--- config.mk ---
export PLATFORM = sky130hd
export DESIGN_NAME = dbg_creg_writer
export DESIGN_NICKNAME = d
export VERILOG_FILES = /design/src/rtl/dbg_creg_pkg.sv /design/src/rtl/dbg_cmd_decode.sv /design/src/rtl/dbg_word_shift.sv /design/src/rtl/dbg_creg_ctrl.sv /design/src/rtl/dbg_creg_writer.sv
export SDC_FILE = /design/constraint.sdc
export NUM_CORES = 1
export LEC_CHECK = 0
export BUFFER_PORTS_ARGS = -buffer_cell sky130_fd_sc_hd__buf_2
export CORE_AREA = 2 2 71 73
export CTS_CLUSTER_DIAMETER = 120
export CTS_CLUSTER_SIZE = 28
export DETAILED_ROUTE_END_ITERATION = 10
export DIE_AREA = 0 0 73 75
export PLACE_DENSITY = 0.65
export SETUP_SLACK_MARGIN = 0.2
export SLEW_MARGIN = 40
export SYNTH_ARGS = -nofsm -noshare
export SYNTH_HDL_FRONTEND = slang
export SYNTH_HIERARCHICAL = 1
export SYNTH_SLANG_ARGS = --single-unit
--- constraint.sdc ---
create_clock -name clk -period 1.5 [get_ports clk]
set_input_delay 0.3 -clock clk [delete_from_list [all_inputs] [get_ports clk]]
set_output_delay 0.3 -clock clk [all_outputs]
set_load 0.005 [all_outputs]
--- src/rtl/dbg_creg_pkg.sv ---
package dbg_creg_pkg;
  typedef enum logic [1:0] {
    ST_CMD  = 2'd0,
    ST_DATA = 2'd1,
    ST_DLY  = 2'd2
  } creg_state_e;
endpackage

--- src/rtl/dbg_cmd_decode.sv ---
module dbg_cmd_decode #(
  parameter int BYTE_W = 8,
  parameter int CRN_W  = 6,
  parameter logic [(2**CRN_W)-1:0] IMPL_MASK = 64'h0000_0000_0000_C007
) (
  input  logic [BYTE_W-1:0] cmd_byte,
  output logic              is_wr,
  output logic [CRN_W-1:0]  crn,
  output logic              crn_known
);
  // tag field: every bit above the register number must be set
  assign is_wr     = &cmd_byte[BYTE_W-1:CRN_W];
  assign crn       = cmd_byte[CRN_W-1:0];
  assign crn_known = IMPL_MASK[crn];
endmodule

--- src/rtl/dbg_word_shift.sv ---
module dbg_word_shift #(
  parameter int BYTE_W     = 8,
  parameter int DATA_BYTES = 4,
  localparam int WORD_W    = BYTE_W * DATA_BYTES,
  localparam int CNT_W     = (DATA_BYTES > 1) ? $clog2(DATA_BYTES) : 1
) (
  input  logic              clk,
  input  logic              rst_n,
  input  logic              clr,
  input  logic              shift_en,
  input  logic [BYTE_W-1:0] din,
  output logic              at_last,
  output logic [WORD_W-1:0] word
);
  logic [BYTE_W-1:0] lane [DATA_BYTES];
  logic [CNT_W-1:0]  cnt;

  always_ff @(posedge clk or negedge rst_n) begin
    if (!rst_n)        cnt <= '0;
    else if (clr)      cnt <= '0;
    else if (shift_en) cnt <= cnt + 1'b1;
  end

  assign at_last = (cnt == CNT_W'(DATA_BYTES - 1));

  // lane 0 takes the newest byte; older bytes move toward the MSB lane
  for (genvar i = 0; i < DATA_BYTES; i++) begin : g_lane
    if (i == 0) begin : g_first
      always_ff @(posedge clk or negedge rst_n) begin
        if (!rst_n)        lane[i] <= '0;
        else if (shift_en) lane[i] <= din;
      end
    end else begin : g_next
      always_ff @(posedge clk or negedge rst_n) begin
        if (!rst_n)        lane[i] <= '0;
        else if (shift_en) lane[i] <= lane[i-1];
      end
    end
    assign word[i*BYTE_W +: BYTE_W] = lane[i];
  end
endmodule

--- src/rtl/dbg_creg_ctrl.sv ---
module dbg_creg_ctrl
  import dbg_creg_pkg::*;
#(
  parameter int CRN_W = 6
) (
  input  logic             clk,
  input  logic             rst_n,
  input  logic             in_valid,
  input  logic             cpu_halted,
  input  logic             is_wr,
  input  logic [CRN_W-1:0] crn,
  input  logic             crn_known,
  input  logic             at_last,
  output logic             in_ready,
  output logic             cmd_take,
  output logic             data_take,
  output logic             wr_en,
  output logic [CRN_W-1:0] wr_idx,
  output logic             cmd_illegal
);
  creg_state_e      state;
  logic             arm_q;
  logic             ill_q;
  logic [CRN_W-1:0] crn_q;
  logic             acc;

  assign in_ready  = (state != ST_DLY);
  assign acc       = in_valid && in_ready;
  assign cmd_take  = (state == ST_CMD) && acc && is_wr;
  assign data_take = (state == ST_DATA) && acc;

  always_ff @(posedge clk or negedge rst_n) begin
    if (!rst_n) begin
      state <= ST_CMD;
      arm_q <= 1'b0;
      ill_q <= 1'b0;
      crn_q <= '0;
    end else begin
      ill_q <= 1'b0;
      unique case (state)
        ST_CMD: if (cmd_take) begin
          state <= ST_DATA;
          crn_q <= crn;
          arm_q <= cpu_halted && crn_known;
          ill_q <= !cpu_halted;
        end
        ST_DATA: if (data_take && at_last) state <= ST_DLY;
        ST_DLY:  state <= ST_CMD;
        default: state <= ST_CMD;
      endcase
    end
  end

  assign wr_en       = (state == ST_DLY) && arm_q;
  assign wr_idx      = crn_q;
  assign cmd_illegal = ill_q;
endmodule

--- src/rtl/dbg_creg_writer.sv ---
module dbg_creg_writer #(
  parameter int BYTE_W     = 8,
  parameter int CRN_W      = 6,
  parameter int DATA_BYTES = 4,
  parameter logic [(2**CRN_W)-1:0] IMPL_MASK = 64'h0000_0000_0000_C007,
  localparam int WORD_W    = BYTE_W * DATA_BYTES
) (
  input  logic              clk,
  input  logic              rst_n,
  input  logic              in_valid,
  output logic              in_ready,
  input  logic [BYTE_W-1:0] in_data,
  input  logic              cpu_halted,
  output logic              wr_en,
  output logic [CRN_W-1:0]  wr_idx,
  output logic [WORD_W-1:0] wr_word,
  output logic              cmd_illegal
);
  logic             is_wr, crn_known, at_last;
  logic             cmd_take, data_take;
  logic [CRN_W-1:0] crn;

  dbg_cmd_decode #(.BYTE_W(BYTE_W), .CRN_W(CRN_W), .IMPL_MASK(IMPL_MASK)) u_dec (
    .cmd_byte (in_data),
    .is_wr    (is_wr),
    .crn      (crn),
    .crn_known(crn_known)
  );

  dbg_word_shift #(.BYTE_W(BYTE_W), .DATA_BYTES(DATA_BYTES)) u_shift (
    .clk     (clk),
    .rst_n   (rst_n),
    .clr     (cmd_take),
    .shift_en(data_take),
    .din     (in_data),
    .at_last (at_last),
    .word    (wr_word)
  );

  dbg_creg_ctrl #(.CRN_W(CRN_W)) u_ctrl (
    .clk        (clk),
    .rst_n      (rst_n),
    .in_valid   (in_valid),
    .cpu_halted (cpu_halted),
    .is_wr      (is_wr),
    .crn        (crn),
    .crn_known  (crn_known),
    .at_last    (at_last),
    .in_ready   (in_ready),
    .cmd_take   (cmd_take),
    .data_take  (data_take),
    .wr_en      (wr_en),
    .wr_idx     (wr_idx),
    .cmd_illegal(cmd_illegal)
  );
endmodule

Yosys cells after proc, flatten, opt, wreduce, memory -nomap -nowiden --
Memories as Yosys holds them, arrays and structs flattened. Index checks and enable logic that the tools add are counted.
Word-level totals: bits in registers 44, memory bits (read-only) 64, bits of input ports 12, output and inout port bits 41, word-level logic and storage cells 39, memories kept 1
Memories:
- (name not given) | depth 64, bits a word 1, rd ports 1, clocked after memory_dff 0, wr ports 0, RTL line dbg_cmd_decode.sv:14 | assign crn_known = IMPL_MASK[crn];
Cells by class: add/sub/neg operators 1, magnitude comparators 1, eq/ne operators 6, muxes and demuxes 8, reductions and logical operators 13
Operators with widths (count):
- $mux W2 | 4
- $logic_and A1 B1 Y1 | 7
- $lt A6 B7 Y1 const B | 1
- $ne A2 B2 Y1 const B | 3
- $reduce_and A2 Y1 | 3
- $eq A2 B2 Y1 const B | 2
- $pmux W2 S2 | 1
- $mux W1 | 3
- $add A2 B1 Y2 const B | 1
- $eq A2 B1 Y1 const B | 1
- $logic_not A2 Y1 | 1
- $reduce_bool A2 Y1 | 1
- $logic_not A1 Y1 | 1

Longest topological paths before layout --
Gate-level depths: netlist (run 1).
word-level depth 6, depth in mapped cells 5

Cells and area by module --
The synthesis (run 1) kept the hierarchy.
Modules (own cells, without submodules):
- dbg_word_shift | instances 1, cells each 75, area an instance 1426.4 µm²
- dbg_creg_ctrl | instances 1, cells each 28, area an instance 435.4 µm²
- dbg_cmd_decode | instances 1, cells each 10, area an instance 77.6 µm²

Worst setup path after synthesis (run 1) --
Ideal clock, no wire load.
kind register -> register, from register u_ctrl.state[1], to register u_shift.lane (netlist bit u_shift/word[10]), library setup time 125 ps, arrival time 1173 ps, required time 1375 ps, slack 201 ps, cell stages (with the launch flop) 5, clock period less this slack 1299 ps, cells stage by stage dfrtp_1 and3b_2 buf_6 buf_12 mux2_4
Between the ends: cells in the longest elaborated chain, start to end 3
Ends and longest elaborated chain:
- start, declared | RTL line dbg_creg_ctrl.sv:21 | creg_state_e state;
- start signal, assigned | RTL line dbg_creg_ctrl.sv:34 | state <= ST_CMD;
- start signal, assigned | RTL line dbg_creg_ctrl.sv:42 | state <= ST_DATA;
- start signal, assigned | RTL line dbg_creg_ctrl.sv:47 | ST_DATA: if (data_take && at_last) state <= ST_DLY;
- $ne A2 B2 Y1 | RTL line dbg_creg_ctrl.sv:27 | assign in_ready = (state != ST_DLY);
- $logic_and A1 B1 Y1 | RTL line dbg_creg_ctrl.sv:28 | assign acc = in_valid && in_ready;
- $logic_and A1 B1 Y1 (*) | RTL line dbg_creg_ctrl.sv:30 | assign data_take = (state == ST_DATA) && acc;
- via data_take | RTL line dbg_creg_writer.sv:20 | logic cmd_take, data_take;
- end signal, assigned by index | RTL line dbg_word_shift.sv:36 | else if (shift_en) lane[i] <= lane[i-1];
- end, declared | RTL line dbg_word_shift.sv:15 | logic [BYTE_W-1:0] lane [DATA_BYTES];
Mark *: on every way through the listed nets, which the timed path passes. The rest lies on a longest branch. A chain may end at the register's enable or synchronous reset.

Worst setup path in the final report (run 1) --
from register u_ctrl.state[0], to register u_shift.lane (netlist bit u_shift/word[29])
Same word-level chain as after synthesis.

==> results of run 1 <==
-- through the flow --
step	power (mW)	hold WS [ns]	TNS [ns]
detailed placement	4.25	0.231	0
global route	5.85	0.177	-0.0337
CTS	5.32	0.179	0
floorplan	3.55	0.00441	0
finish	5.50	0.175	0
global placement	4.17	0.224	0
-- path summary, 6_finish.rpt --
check                                                  start  slack, ns  depth (start not counted)                           end
worst max-delay path             u_ctrl/state[0]$_DFFE_PN0P_       0.05                          4  u_shift/word[29]$_DFFE_PN0P_
worst min-delay path                              cpu_halted       0.18                          2  u_ctrl/cmd_illegal$_DFF_PN0_
worst max register to register   u_ctrl/state[0]$_DFFE_PN0P_       0.05                          4  u_shift/word[29]$_DFFE_PN0P_
worst min register to register  u_shift/word[25]$_DFFE_PN0P_       0.51                          1  u_shift/word[25]$_DFFE_PN0P_
max in group asynchronous                              rst_n       0.56                          3   u_shift/word[4]$_DFFE_PN0P_
min in group asynchronous                              rst_n       0.46                          2   u_shift/word[6]$_DFFE_PN0P_
-- metal layers --
metal | vias up | GRT usage | part of all wire
li1 | 511 | - | -
met1 | 560 | 0.189 | 0.47
met2 | 29 | 0.208 | 0.49
met3 | 2 | 0.0254 | 0.032
met4 | 0 | 0.0617 | 0.0093
met5 | - | 0 | 0
-- synth_stat cells --
cell type / n / area [um^2]
nand2_1: 1 / 3.75
mux2_2: 4 / 45.0
nand3_1: 1 / 5.00
and3b_2: 1 / 10.0
mux2i_1: 2 / 20.0
and2_1: 1 / 6.26
and4b_2: 1 / 11.3
xnor2_1: 1 / 8.76
a211oi_2: 1 / 12.5
a211o_1: 1 / 8.76
dfrtp_1: 44 / 1100
and4bb_1: 1 / 12.5
or2b_2: 1 / 8.76
a311oi_1: 1 / 8.76
nor2b_1: 1 / 6.26
buf_12: 3 / 60.1
mux2_4: 34 / 510
inv_1: 1 / 3.75
buf_6: 2 / 22.5
a21oi_1: 1 / 5.00
buf_4: 6 / 45.0
nor2_1: 3 / 11.3
ha_1: 1 / 12.5
-- cells by family (layout without fill, tap and decap cells) --
| kind of cell | after synthesis | after routing | share of synthesized area |
|---|---|---|---|
| compound gates | 4 | 4 | 0.0181 |
| buf+inv | 12 | 74 | 0.0677 |
| simple gates | 11 | 11 | 0.0387 |
| fa+ha+maj | 1 | 1 | 0.00645 |
| mux | 40 | 40 | 0.297 |
| xor+xnor | 1 | 1 | 0.00452 |
| flops | 44 | 44 | 0.568 |
-- final cells by class --
class,instances,area share
clock buffer,7,0.0387
clock inverter,1,0.0121
inverter,1,0.00151
multi-input combinational,57,0.298
sequential,44,0.442
tap,54,0.0271
timing repair buffer,65,0.180
-- worst max-delay path: cells and delay by family (launching register included) --
kind / cells / cell delay (ns)
buffers and inverters: 2 / 0.32
DFF: 1 / 0.39
muxes: 1 / 0.30
and+or+nand+nor: 1 / 0.32
-- state kept, by name, summed over array words and instances, names as in the netlist --
signal,cells
u_ctrl/wr_idx,6
u_shift/cnt,2
u_shift/word,32
u_ctrl/cmd_illegal,1
u_ctrl/arm_q,1
u_ctrl/state,2
-- what timing repair did --
item / CTS / global route
endpoints found under the setup margin: 40 / 43
pin swaps: 1 / 1
cloned: 0 / 3
setup buffers: 4 / 1
endpoints found under the hold margin: 14 / 0
gates resized for setup: 5 / 5
hold buffers: 1 / 0
-- where the power goes --
group	leakage [nW]	switching [mW]	internal, mW
registers	0.528	0.438	1.78
clock network	0.0645	0.377	0.588
logic	0.652	0.748	1.57
total	1.24	1.56	3.94
==> qor.csv, run 1 <==
metric,value,unit
outcome,finished clean,
Worst Hold Class,input pin to flop,
Final Max Slew Viols,0,
chip height,75,um
Clock Path Buffers,2,
Core Rows,25,
Tightest Pin Transition,0.371,ns
total area of sequential cells,0.00110,mm^2
IO Count,53,
first-iteration detailed-routing DRC count,59,
worst-path cell chain,"buf_6, and3b_2, clkbuf_16, mux2_4",
clock latency on the worst-skew pair,0.29,ns
max-cap violations,0,
initial antenna violation count,0,
most frequent cells in the layout,"buf_2 (52), dfrtp_1 (44), mux2_4 (38), clkbuf_8 (7), buf_4 (4)",
"commonest non-fill, non-tap cell in the layout",buf_2,
via/cell ratio,4.81,
grt ovf,0,
CTS Buf Count,5,
placed cell areas,0.00221,mm^2
Leak,1.24,nW
Non-Filler Instances,229,
RePlAce Congestion,0.765,
Max Fclk,687,MHz
power per cell area,2210,mW/mm^2
diodes inserted,0,
syn_area_per_cell,17.2,um^2
CP peak stage delay,0.39,ns
post-route cell area,0.00249,mm^2
Pre-antenna DRT Iters,3,
post-synthesis sequential area ratio,0.568,
routed len/inst,16.0,um
Initial Util,0.416,
fin crit share,0.970,
Final Critical Period,1.45,ns
CTS Root Cell,clkbuf_8,
worst slack at placement,0.125,ns
Sinks on Clock Net,44,
placed cells,212,
first-pass GRT wire length,5610,um
yosys warns,6,
CP Data Required Time,1.67,ns
antenna-violating nets left,0,
drt total wl,3680,um
Worst VDD drop,0.604,mV
synthesis-to-layout area growth,28.4,%
HPWL after detailed placement,2460,um
crit path DAT,1.62,ns
Mapped Area,0.00194,mm^2
CTS tree,built,
largest net degree at the start of global routing,31,
die area,0.00548,mm^2
critical path type,flop to flop,
IO buf count,52,
Fin Clk Skew,0.00676,ns
clk slew on worst S/H paths,0.08,ns
Synthesized Nets,126,
Die Wd,73,um
Critical Path Fanout Max,7,
post-route setup slack,0.0454,ns
final hold vios,0,
Slew headroom,0.753,
Layout Nets,187,
unrepaired setup endpoints after global routing,true,
vias in the first global route,1075,
startpoint class of the critical path,flop,
# DRC,0,
Crit. End Element,flop,
CORE AREA,0.00466,mm^2
Syn Inst Count,113,
Util after Layout,0.534,
layout cells sized above 1,0.657,
unique cell type count in the Yosys netlist,23,
Seq cells post-synth,44,
htree depth,2,
"Max stage delay cell, worst path",dfrtp_1,
Multi-input gate area,743,um^2
GRT Overall Usage,0.136,
fillers,367,
Final setup viols,0,
via total after detailed routing,1102,
Note: power is estimated with default switching activity, not from simulation.
==> run 2, diff against run 1 <==
--- a/config.mk
+++ b/config.mk
@@ -8,3 +8,3 @@
 export BUFFER_PORTS_ARGS = -buffer_cell sky130_fd_sc_hd__buf_2
-export CORE_AREA = 2 2 71 73
+export CORE_AREA = 2 2 65 67
 export CTS_CLUSTER_DIAMETER = 120
@@ -12,5 +12,4 @@
 export DETAILED_ROUTE_END_ITERATION = 10
-export DIE_AREA = 0 0 73 75
-export PLACE_DENSITY = 0.65
-export SETUP_SLACK_MARGIN = 0.2
+export DIE_AREA = 0 0 67 69
+export PLACE_DENSITY = 0.76
 export SLEW_MARGIN = 40
==> constraint.sdc (replaced) <==
create_clock -name clk -period 1.5 [get_ports clk]
set_input_delay 0.15 -clock clk [delete_from_list [all_inputs] [get_ports clk]]
set_output_delay 0.15 -clock clk [all_outputs]
set_load 0.005 [all_outputs]
==> qor.csv, run 2 (synthesis results as in run 1) <==
metric,value,unit,change
Clock Path Buffers,2,,unchanged
Final Max Slew Viols,0,,unchanged
CTS Root Cell,clkbuf_8,,
fillers,329,,-10%
Slew headroom,0.719,,-0.0336
layout cells sized above 1,0.631,,-0.0262
max FFs per register,32,,unchanged
part of the power in the clock network,0.139,,-0.036
placed cell areas,0.00222,mm^2,+0.45%
"commonest non-fill, non-tap cell in the layout",buf_2,,
CTS tree,built,,
IO Count,53,,unchanged
Pre-antenna DRT Iters,3,,unchanged
fin crit share,0.935,,-0.0342
hold slack final,0.0181,ns,-0.157 ns
Crit. End Element,flop,,
Layout Nets,181,,-3.2%
Design Power,4.92,mW,-11%
Seq pwr share,0.448,,+0.045
Final Critical Period,1.40,ns,-0.0513 ns
chip height,69,um,-8.0%
synthesis-to-layout area growth,18.8,%,
placed cells,210,,-0.94%
Switching Share,0.299,,+0.0145
Fin Clk Skew,0.00303,ns,-0.00373 ns
htree depth,2,,unchanged
clock latency on the worst-skew pair,0.29,ns,about the same
GRT Overall Usage,0.161,,+0.0254
routed len/inst,15.7,um,-2.4%
Worst VDD drop,0.980,mV,+62%
Max Fclk,713,MHz,+3.7%
crit path DAT,1.58,ns,-0.04 ns
Final setup viols,0,,unchanged
"Max stage delay cell, worst path",dfrtp_1,,
max-cap violations,0,,unchanged
grt ovf,0,,unchanged
total area of sequential cells,0.00110,mm^2,unchanged
outcome,finished clean,,
HPWL after detailed placement,2500,um,+1.5%
final hold vios,0,,unchanged
# DRC,0,,unchanged
Tightest Pin Transition,0.421,ns,+0.0504 ns
startpoint class of the critical path,flop,,
first-pass GRT wire length,5560,um,-0.86%
vias in the first global route,1114,,+3.6%
antenna-violating nets left,0,,unchanged
internal power,3.45,mW,-12%
CORE AREA,0.00391,mm^2,-16%
"Setup Fix Bufs, Post-CTS",0,,-4
die area,0.00462,mm^2,-16%
via/cell ratio,4.97,,+3.2%
power per cell area,2140,mW/mm^2,-3.3%
initial antenna violation count,0,,unchanged
Worst Hold Class,input pin to flop,,
Sinks on Clock Net,44,,unchanged
post-cts sizing count,0,,-5
Core Rows,23,,-8.0%
CP peak stage delay,0.42,ns,+0.03 ns
diodes inserted,0,,unchanged
post-route setup slack,0.0968,ns,+0.0513 ns
Leak,1.15,nW,-7.6%
drt total wl,3420,um,-7.1%
worst slack at placement,0.106,ns,-0.0190 ns
worst-path cell chain,"and3b_2, buf_4, mux2_4",,
post-route cell area,0.00230,mm^2,-7.4%
most frequent cells in the layout,"buf_2 (52), dfrtp_1 (44), mux2_4 (34), clkbuf_8 (5), mux2_2 (4)",,
largest delay contributor family on the critical path,flip-flops,,
Critical Path Fanout Max,10,,+3
Setup TNS Final,0,ns,unchanged
first-iteration detailed-routing DRC count,40,,-32%
CP Data Required Time,1.68,ns,about the same
RePlAce Congestion,0.681,,-11%
clk slew on worst S/H paths,0.07,ns,about the same
switching pwr,1.47,mW,-5.9%
unrepaired setup endpoints after global routing,false,,
Multi-input gate area,707,um^2,-4.9%
CTS Buf Count,5,,unchanged
WP buf/inv,1,,-1
Gate power share,0.413,,-0.008
critical path type,flop to flop,,
Non-Filler Instances,218,,-4.8%
Initial Util,0.496,,+0.0794
largest net degree at the start of global routing,22,,-29%
IO buf count,52,,unchanged
Util after Layout,0.589,,+0.0546
Die Wd,67,um,-8.2%
via total after detailed routing,1083,,-1.7%
[run 2: cell types whose count changed in the layout (fill, tap and decap cells not counted), sizes merged]
cell    before  now
buf         62   58
bufinv       1    0
clkinv       0    1
clkbuf       9    6
[run 2: final cells by class]
cell class | instances | share of cell area
flip-flops and latches | 44 | 0.478
repair buffers | 59 | 0.153
well taps | 50 | 0.0271
clock inverters | 1 | 0.00217
clock buffers | 6 | 0.0315
multi-input cells | 57 | 0.307
inverters | 1 | 0.00163
[run 2: final timing paths]
kind / slack (ns) / cells after the start / startpoint / endpoint
min in group asynchronous: 0.32 / 2 / rst_n / u_shift/word[23]$_DFFE_PN0P_
max reg2reg: 0.1 / 3 / u_ctrl/state[1]$_DFFE_PN0P_ / u_shift/word[1]$_DFFE_PN0P_
min reg2reg: 0.51 / 1 / u_shift/word[30]$_DFFE_PN0P_ / u_shift/word[30]$_DFFE_PN0P_
max: 0.1 / 3 / u_ctrl/state[1]$_DFFE_PN0P_ / u_shift/word[1]$_DFFE_PN0P_
max in group asynchronous: 0.70 / 3 / rst_n / u_shift/word[3]$_DFFE_PN0P_
min: 0.02 / 2 / cpu_halted / u_ctrl/cmd_illegal$_DFF_PN0_
[run 2: what timing repair did]
action                                  CTS  global route
endpoints found under the setup margin    0             0
hold buffers                              1             0
endpoints found under the hold margin    15             0
[run 2: metal layers]
| metal | wire, um | global-route usage | vias to the layer above |
|---|---|---|---|
| met5 | 0 | 0 | - |
| met4 | 52 | 0.0612 | 0 |
| met3 | 237 | 0.0587 | 7 |
| met2 | 1630 | 0.241 | 38 |
| met1 | 1500 | 0.213 | 540 |
| li1 | - | - | 498 |
[run 2: power by group through the flow]
stage	clock network, mW	registers [mW]	logic (mW)
after floorplan	0	2.20	1.35
after global placement	0	2.19	1.98
after detailed placement	0	2.23	2.05
after CTS	0.715	2.22	2.07
after global routing	0.767	2.28	2.20
final	0.687	2.20	2.03
